$ cat config.mk
export PLATFORM = sky130hd
export DESIGN_NAME = psw_writeback_merger
export DESIGN_NICKNAME = d
export VERILOG_FILES = /design/src/rtl/psw_merge_pkg.sv /design/src/rtl/psw_contention.sv /design/src/rtl/psw_apply_chain.sv /design/src/rtl/psw_writeback_merger.sv
export SDC_FILE = /design/constraint.sdc
export NUM_CORES = 1
export LEC_CHECK = 0
export ABC_AREA = 1
export ABC_CLOCK_PERIOD_IN_PS = 2700
export BUFFER_PORTS_ARGS = -buffer_cell sky130_fd_sc_hd__buf_2
export CAP_MARGIN = 20
export CORE_MARGIN = 1.5
export CORE_UTILIZATION = 23
export DETAILED_ROUTE_END_ITERATION = 8
export GPL_TIMING_DRIVEN = 1
export SLEW_MARGIN = 20
export SYNTH_ARGS = -nofsm -noshare
export SYNTH_HDL_FRONTEND = slang
export SYNTH_SLANG_ARGS = --single-unit
$ cat constraint.sdc
create_clock -name clk -period 2.7 [get_ports clk]
set_input_delay 0.27 -clock clk [delete_from_list [all_inputs] [get_ports clk]]
set_output_delay 0.27 -clock clk [all_outputs]
set_load 0.05 [all_outputs]
$ cat src/rtl/psw_merge_pkg.sv
package psw_merge_pkg;
  typedef enum logic [1:0] {
    TGT_STATUS = 2'd0,
    TGT_TCOPY  = 2'd1,
    TGT_DCOPY  = 2'd2,
    TGT_STACK  = 2'd3
  } tgt_e;

  typedef enum logic [1:0] {
    TRAP_NONE   = 2'd0,
    TRAP_NORMAL = 2'd1,
    TRAP_DEBUG  = 2'd2,
    TRAP_RSVD   = 2'd3
  } trap_e;
endpackage

$ cat src/rtl/psw_contention.sv
module psw_contention
  import psw_merge_pkg::*;
#(
  parameter int N_ENT = 2,
  parameter int DW = 32,
  parameter logic [DW-1:0] FLAG_MASK = '0,
  parameter logic [DW-1:0] OVF_MASK = '0,
  parameter logic [DW-1:0] ACC_MASK = '0
) (
  input  logic [N_ENT-1:0]         valid_i,
  input  logic [N_ENT-1:0][1:0]    tgt_i,
  input  logic [N_ENT-1:0][DW-1:0] mask_i,
  input  logic                     mvsys_i,
  output logic [N_ENT-1:0][DW-1:0] eff_mask_o
);
  logic [N_ENT-1:0] is_status;

  genvar gi;
  generate
    for (gi = 0; gi < N_ENT; gi++) begin : g_ent
      assign is_status[gi] = valid_i[gi] && (tgt_i[gi] == TGT_STATUS);

      logic [DW-1:0] drop;
      always_comb begin
        drop = '0;
        if (!mvsys_i && is_status[gi]) begin
          for (int j = gi + 1; j < N_ENT; j++) begin
            if (is_status[j] && ((mask_i[j] & mask_i[gi] & FLAG_MASK) != '0)) begin
              drop = drop | (mask_i[j] & mask_i[gi] & FLAG_MASK);
              if ((mask_i[j] & OVF_MASK) != '0) drop = drop | ACC_MASK;
            end
          end
        end
      end
      assign eff_mask_o[gi] = mask_i[gi] & ~drop;
    end
  endgenerate
endmodule

$ cat src/rtl/psw_apply_chain.sv
module psw_apply_chain
  import psw_merge_pkg::*;
#(
  parameter int N_ENT = 2,
  parameter int DW = 32
) (
  input  logic [DW-1:0]            status_i,
  input  logic [DW-1:0]            tcopy_i,
  input  logic [DW-1:0]            dcopy_i,
  input  logic [DW-1:0]            stack_i,
  input  logic [N_ENT-1:0]         valid_i,
  input  logic [N_ENT-1:0][1:0]    tgt_i,
  input  logic [N_ENT-1:0][DW-1:0] mask_i,
  input  logic [N_ENT-1:0][DW-1:0] data_i,
  output logic [DW-1:0]            status_o,
  output logic [DW-1:0]            tcopy_o,
  output logic [DW-1:0]            dcopy_o,
  output logic [DW-1:0]            stack_o
);
  logic [N_ENT:0][DW-1:0] st_s, st_t, st_d, st_p;

  assign st_s[0] = status_i;
  assign st_t[0] = tcopy_i;
  assign st_d[0] = dcopy_i;
  assign st_p[0] = stack_i;

  genvar gi;
  generate
    for (gi = 0; gi < N_ENT; gi++) begin : g_stage
      logic [DW-1:0] m;
      assign m = valid_i[gi] ? mask_i[gi] : '0;
      assign st_s[gi+1] = (tgt_i[gi] == TGT_STATUS) ?
                          ((st_s[gi] & ~m) | (data_i[gi] & m)) : st_s[gi];
      assign st_t[gi+1] = (tgt_i[gi] == TGT_TCOPY) ?
                          ((st_t[gi] & ~m) | (data_i[gi] & m)) : st_t[gi];
      assign st_d[gi+1] = (tgt_i[gi] == TGT_DCOPY) ?
                          ((st_d[gi] & ~m) | (data_i[gi] & m)) : st_d[gi];
      assign st_p[gi+1] = (tgt_i[gi] == TGT_STACK) ?
                          ((st_p[gi] & ~m) | (data_i[gi] & m)) : st_p[gi];
    end
  endgenerate

  assign status_o = st_s[N_ENT];
  assign tcopy_o  = st_t[N_ENT];
  assign dcopy_o  = st_d[N_ENT];
  assign stack_o  = st_p[N_ENT];
endmodule

$ cat src/rtl/psw_writeback_merger.sv
module psw_writeback_merger
  import psw_merge_pkg::*;
#(
  parameter int N_ENT  = 2,
  parameter int DW     = 32,
  parameter int POS_SM = 0,
  parameter int POS_DB = 3,
  parameter int POS_DS = 4,
  parameter int POS_F0 = 17,
  parameter int POS_F1 = 19,
  parameter int POS_F2 = 21,
  parameter int POS_F3 = 23,
  parameter int POS_S  = 25,
  parameter int POS_V  = 27,
  parameter int POS_VA = 29,
  parameter int POS_C  = 31
) (
  input  logic                     clk,
  input  logic                     rst,
  input  logic                     commit_i,
  input  logic [N_ENT-1:0]         ent_valid_i,
  input  logic [N_ENT-1:0][1:0]    ent_tgt_i,
  input  logic [N_ENT-1:0][DW-1:0] ent_mask_i,
  input  logic [N_ENT-1:0][DW-1:0] ent_data_i,
  input  logic                     mvsys_i,
  input  logic [1:0]               trap_i,
  output logic [DW-1:0]            status_o,
  output logic [DW-1:0]            trap_copy_o,
  output logic [DW-1:0]            dbg_copy_o,
  output logic [DW-1:0]            stack_ptr_o,
  output logic                     stack_sel_o
);
  localparam logic [DW-1:0] TOP_BIT = {1'b1, {(DW-1){1'b0}}};
  localparam int SM_IDX = DW - 1 - POS_SM;
  localparam logic [DW-1:0] SM_MASK = TOP_BIT >> POS_SM;
  localparam logic [DW-1:0] DB_MASK = TOP_BIT >> POS_DB;
  localparam logic [DW-1:0] DS_MASK = TOP_BIT >> POS_DS;
  localparam logic [DW-1:0] V_MASK  = TOP_BIT >> POS_V;
  localparam logic [DW-1:0] VA_MASK = TOP_BIT >> POS_VA;
  localparam logic [DW-1:0] FLAGS   = (TOP_BIT >> POS_F0) | (TOP_BIT >> POS_F1) |
                                      (TOP_BIT >> POS_F2) | (TOP_BIT >> POS_F3) |
                                      (TOP_BIT >> POS_S)  | V_MASK | VA_MASK |
                                      (TOP_BIT >> POS_C);

  logic [N_ENT-1:0][DW-1:0] eff_mask;
  logic [DW-1:0] c_status, c_tcopy, c_dcopy, c_stack;
  logic [DW-1:0] n_status, n_tcopy, n_dcopy;
  logic          n_sel;
  logic [DW-1:0] sp_bank [2];

  psw_contention #(
    .N_ENT(N_ENT), .DW(DW), .FLAG_MASK(FLAGS), .OVF_MASK(V_MASK), .ACC_MASK(VA_MASK)
  ) u_contention (
    .valid_i(ent_valid_i), .tgt_i(ent_tgt_i), .mask_i(ent_mask_i),
    .mvsys_i(mvsys_i), .eff_mask_o(eff_mask)
  );

  psw_apply_chain #(.N_ENT(N_ENT), .DW(DW)) u_chain (
    .status_i(status_o), .tcopy_i(trap_copy_o), .dcopy_i(dbg_copy_o), .stack_i(stack_ptr_o),
    .valid_i(ent_valid_i), .tgt_i(ent_tgt_i), .mask_i(eff_mask), .data_i(ent_data_i),
    .status_o(c_status), .tcopy_o(c_tcopy), .dcopy_o(c_dcopy), .stack_o(c_stack)
  );

  always_comb begin
    n_status = c_status;
    n_tcopy  = c_tcopy;
    n_dcopy  = c_dcopy;
    case (trap_i)
      TRAP_NORMAL: begin
        n_tcopy  = c_status;
        n_status = c_status & (DB_MASK | SM_MASK);
      end
      TRAP_DEBUG: begin
        n_dcopy  = c_status;
        n_status = DS_MASK;
      end
      default: ;
    endcase
    n_sel = n_status[SM_IDX];
  end

  always_ff @(posedge clk) begin
    if (rst) begin
      status_o    <= '0;
      trap_copy_o <= '0;
      dbg_copy_o  <= '0;
      stack_ptr_o <= '0;
      stack_sel_o <= 1'b0;
      sp_bank[0]  <= '0;
      sp_bank[1]  <= '0;
    end else if (commit_i) begin
      status_o    <= n_status;
      trap_copy_o <= n_tcopy;
      dbg_copy_o  <= n_dcopy;
      stack_sel_o <= n_sel;
      if (n_sel != stack_sel_o) begin
        sp_bank[stack_sel_o] <= c_stack;
        stack_ptr_o          <= sp_bank[n_sel];
      end else begin
        stack_ptr_o <= c_stack;
      end
    end
  end

  a_r7_trap_code_legal: assert property (@(posedge clk) disable iff (rst)
    commit_i |-> (trap_i != TRAP_RSVD));
  a_r3_eff_within_mask: assert property (@(posedge clk) disable iff (rst)
    commit_i |-> ((eff_mask & ~ent_mask_i) == '0));
  a_r4_bypass_full_mask: assert property (@(posedge clk) disable iff (rst)
    (commit_i && mvsys_i) |-> (eff_mask == ent_mask_i));
  a_r6_normal_trap_clear: assert property (@(posedge clk) disable iff (rst)
    (commit_i && trap_i == TRAP_NORMAL) |=> ((status_o & ~(DB_MASK | SM_MASK)) == '0));
  a_r7_debug_trap_only_ds: assert property (@(posedge clk) disable iff (rst)
    (commit_i && trap_i == TRAP_DEBUG) |=> (status_o == DS_MASK));
  a_r8_sel_follows_sm: assert property (@(posedge clk) disable iff (rst)
    stack_sel_o == status_o[SM_IDX]);
  a_r9_idle_hold: assert property (@(posedge clk) disable iff (rst)
    !commit_i |=> ($stable(status_o) && $stable(trap_copy_o) && $stable(dbg_copy_o) &&
                   $stable(stack_ptr_o) && $stable(stack_sel_o)));
endmodule

==> impl_metrics.csv <==
group,metric,value,unit
run_status,status,"completed",
logic_synthesis,ys_seq_area_share,36.6,%
logic_synthesis,yosys_warnings,0,
cells_and_area,layout_common_cells,"501 x nand2_1, 342 x o21ai_0, 266 x buf_2",
floorplanning,fp-row-count,84,
sta,fmax,469,MHz
setup_path,critPathLaunchType,"register",
setup_path,rr_worst_depth,11,
sta,setup_viol,0,
cells_and_area,nets,2257,
placed_design,dpl.hpwl,38.2,mm
drt,antenna_left,0,
logic_synthesis,synth_edf_count,64,
cells_and_area,seq_area,4480,µm²
placed_design,portBuffers,268,
setup_path,r2r-end,"sp_bank[1][29]$_SDFFCE_PN0P_",
logic_synthesis,synthFlopType,"dfxtp_1",
setup_path,worstSetupPathType,"reg2reg",
logic_synthesis,synthArstFlopShare,0,%
sta,finalHoldViolations,0,
logic_synthesis,avgSynthCellArea,6.49,µm²
cts,post_cts_resized,0,
cts,cts.sinks,192,
pwr,p_leak,6.50,nW
drt,vias_per_cell,5.05,
setup_path,r2r_start,"stack_sel_o$_SDFFE_PP0P_",
cts,path_clk_slew,0.07,ns
sta,finalSetupTns,0,ns
sta,timing.final.crit_share,79.0,%
drt,drt_iter0_drc,1269,
sta,max_slew_margin,48.8,%
logic_synthesis,synthCells,1890,
sta,maxSlewViolCount,0,
drt,routed-via-count,14200,
pwr,p_per_area,518,nW/µm²
cts,clockBufferDepth,2,
logic_synthesis,synth_top_area_cell,"dfxtp_1",
global_routing,grt_max_degree,120,
drt,post-route-drc-count,0,
cells_and_area,syn_to_final_growth,23.5,%
drt,wl_per_cell,19.3,µm
logic_synthesis,synth.area.top_cells,"dfxtp_1 21%, edfxtp_1 16%, nand2_1 15%, o21ai_0 14%, a21oi_1 5.6%",
cts,cts_buffers,17,
global_routing,grt_pass1_wl,79.5,mm
setup_path,critPathLaunch,"stack_sel_o$_SDFFE_PP0P_",
logic_synthesis,synth_nets,2032,
drt,dr.pass1.iters,5,
cts,htree_levels,4,
global_routing,grtUsageTotal,19.4,%
sta,fin_skew,0.00758,ns
cells_and_area,post-route-util,28.8,%
global_routing,antenna_found_initial,4,
cts,post_cts.repair.setup_buffers,0,
cells_and_area,drive_above_1_share,18.4,%
run,drv_cap,0,
logic_synthesis,ys_seq_elements,192,
sta,period_needed,2.13,ns
cts,clockRootBuffer,"clkbuf_16",
floorplanning,start_util,23.3,%
sta,hold-worst-slack,0.219,ns
cells_and_area,multi_input_area,6800,µm²
cells_and_area,final_common_cell,"nand2_1",
worst_hold_path,worstHoldPathType,"in2reg",
floorplanning,die_x,234,µm
sta,worst_slew_pin_slew,0.767,ns
placed_design,pre_cts_ws,0.245,ns
logic_synthesis,yosys.area.top_type_share,20.9,%
setup_path,cp_data_arrival_time,2.30,ns
logic_synthesis,syn-cell-area,12300,µm²
sta,rsz0062_at_grt,"no",
pwr,peakVddDrop,0.534,mV
placed_design,place.gp.congestion,0.903,
floorplanning,die-height,234,µm
cts,cts_hold_buf,0,
drt,routed_wl,54.3,mm
logic_synthesis,ys_types,39,
global_routing,grt_overflow,0,
floorplanning,io_pins,269,
floorplanning,dieArea,54700,µm²
setup_path,cp-endpoint,"sp_bank[1][29]$_SDFFCE_PN0P_",
setup_path,worstSetupEndpointType,"register",
setup_path,cp_max_fo,12,
global_routing,first_global_vias,12600,
cts,cts_tree,"done",
cells_and_area,fillers,5798,
sta,fin_ws,0.568,ns
floorplanning,core,52700,µm²
setup_path,r2r_setup_slack,0.57,ns
setup_path,cp.required,2.87,ns
cts,clock_latency,0.46,ns
## critical path: stages, from the launching register on
cell and delay, ns:
dfxtp_1 0.35, o21ai_1 0.07, nand3_1 0.07, nand2_1 0.11
inv_2 0.22, nand2_1 0.17, nand2_1 0.09, nand2_1 0.08
nor2_4 0.13, nand3_2 0.11, nand2_2 0.21, buf_4 0.23
## kinds of logic (layout without fill, tap and decap cells)
logic type / after synthesis / after routing / synth area share, %
fa+ha+maj: 2 / 2 / 0.204
simple gates: 839 / 839 / 27.9
mux: 1 / 1 / 0.0816
buf+inv: 249 / 487 / 8.13
flops: 192 / 192 / 36.6
compound gates: 607 / 607 / 27.1
other cells: 0 / 2 / 0
## synth_stat cells, types with 2 or more instances
| master | count |
|---|---|
| a22oi_1 | 4 |
| edfxtp_1 | 64 |
| inv_2 | 4 |
| a211oi_2 | 2 |
| ha_1 | 2 |
| o221ai_1 | 4 |
| buf_6 | 2 |
| inv_1 | 116 |
| nor2_1 | 172 |
| o21ai_0 | 342 |
| o21ai_1 | 27 |
| or2_2 | 2 |
| buf_1 | 7 |
| buf_2 | 27 |
| nand2_2 | 2 |
| nand3_1 | 127 |
| nor2_2 | 3 |
| o22ai_1 | 5 |
| clkbuf_2 | 2 |
| nor3_1 | 3 |
| a2bb2oi_1 | 13 |
| buf_4 | 3 |
| nand3_2 | 2 |
| o21a_1 | 10 |
| a21oi_1 | 137 |
| dfxtp_1 | 128 |
| nand4_1 | 17 |
| nand2_1 | 506 |
| nor2_4 | 3 |
| clkbuf_1 | 87 |
| o211ai_1 | 59 |
## power by group
part | switching (W) | total, W | internal (W)
Combinational | 0.00142 | 0.00195 | 0.000531
Sequential | 0.000131 | 0.00326 | 0.00313
Clock | 0.00125 | 0.00263 | 0.00138
Total | 0.00280 | 0.00784 | 0.00503
## per-layer routing
layer	track usage, %	vias up	wire [µm]	part of all wire [%]
met3	3.38	116	4490	8.3
met4	8.97	2	1960	3.6
met5	0	-	13	0.024
met2	29.9	694	24100	44
li1	-	6860	-	-
met1	26.2	6555	23700	44
## flip-flops by register name, summed over array words and instances, names as in the netlist
name,count
status_o,31
sp_bank,64
dbg_copy_o,32
trap_copy_o,32
stack_sel_o,1
stack_ptr_o,32
## worst min-delay path by stage
stage,startpoint,to,slack (ns),cells after the start
2_1_floorplan,ent_data_i[44],status_o[12]$_SDFFE_PP0P_,0.54,4
3_3_place_gp,status_o[1]$_SDFFE_PP0P_,status_o[1]$_SDFFE_PP0P_,0.47,2
3_5_place_dp,trap_copy_o[20]$_SDFFE_PP0P_,trap_copy_o[20]$_SDFFE_PP0P_,0.47,2
4_1_cts,ent_data_i[44],status_o[12]$_SDFFE_PP0P_,0.21,5
5_1_grt,ent_data_i[44],status_o[12]$_SDFFE_PP0P_,0.26,5
6_report,ent_data_i[44],status_o[12]$_SDFFE_PP0P_,0.22,5
## final cells by class
cell class / count / area share (%)
diodes: 2 / 0.0331
repair buffers: 334 / 13.0
clock inverters: 12 / 0.892
well taps: 688 / 5.69
clock buffers: 20 / 2.88
multi-input cells: 1449 / 44.9
inverters: 121 / 3.02
flip-flops and latches: 192 / 29.6
## stage by stage
step                      instance area (µm²)  std cells  total power (W)
after global routing                    15100       2818          0.00815
after global placement                  14600       2784          0.00525
final                                   15100       2818          0.00784
after CTS                               15100       2816          0.00786
after floorplan                         12300       1890          0.00450
after detailed placement                14600       2784          0.00525
No activity file was read; power rests on OpenSTA's default activity.
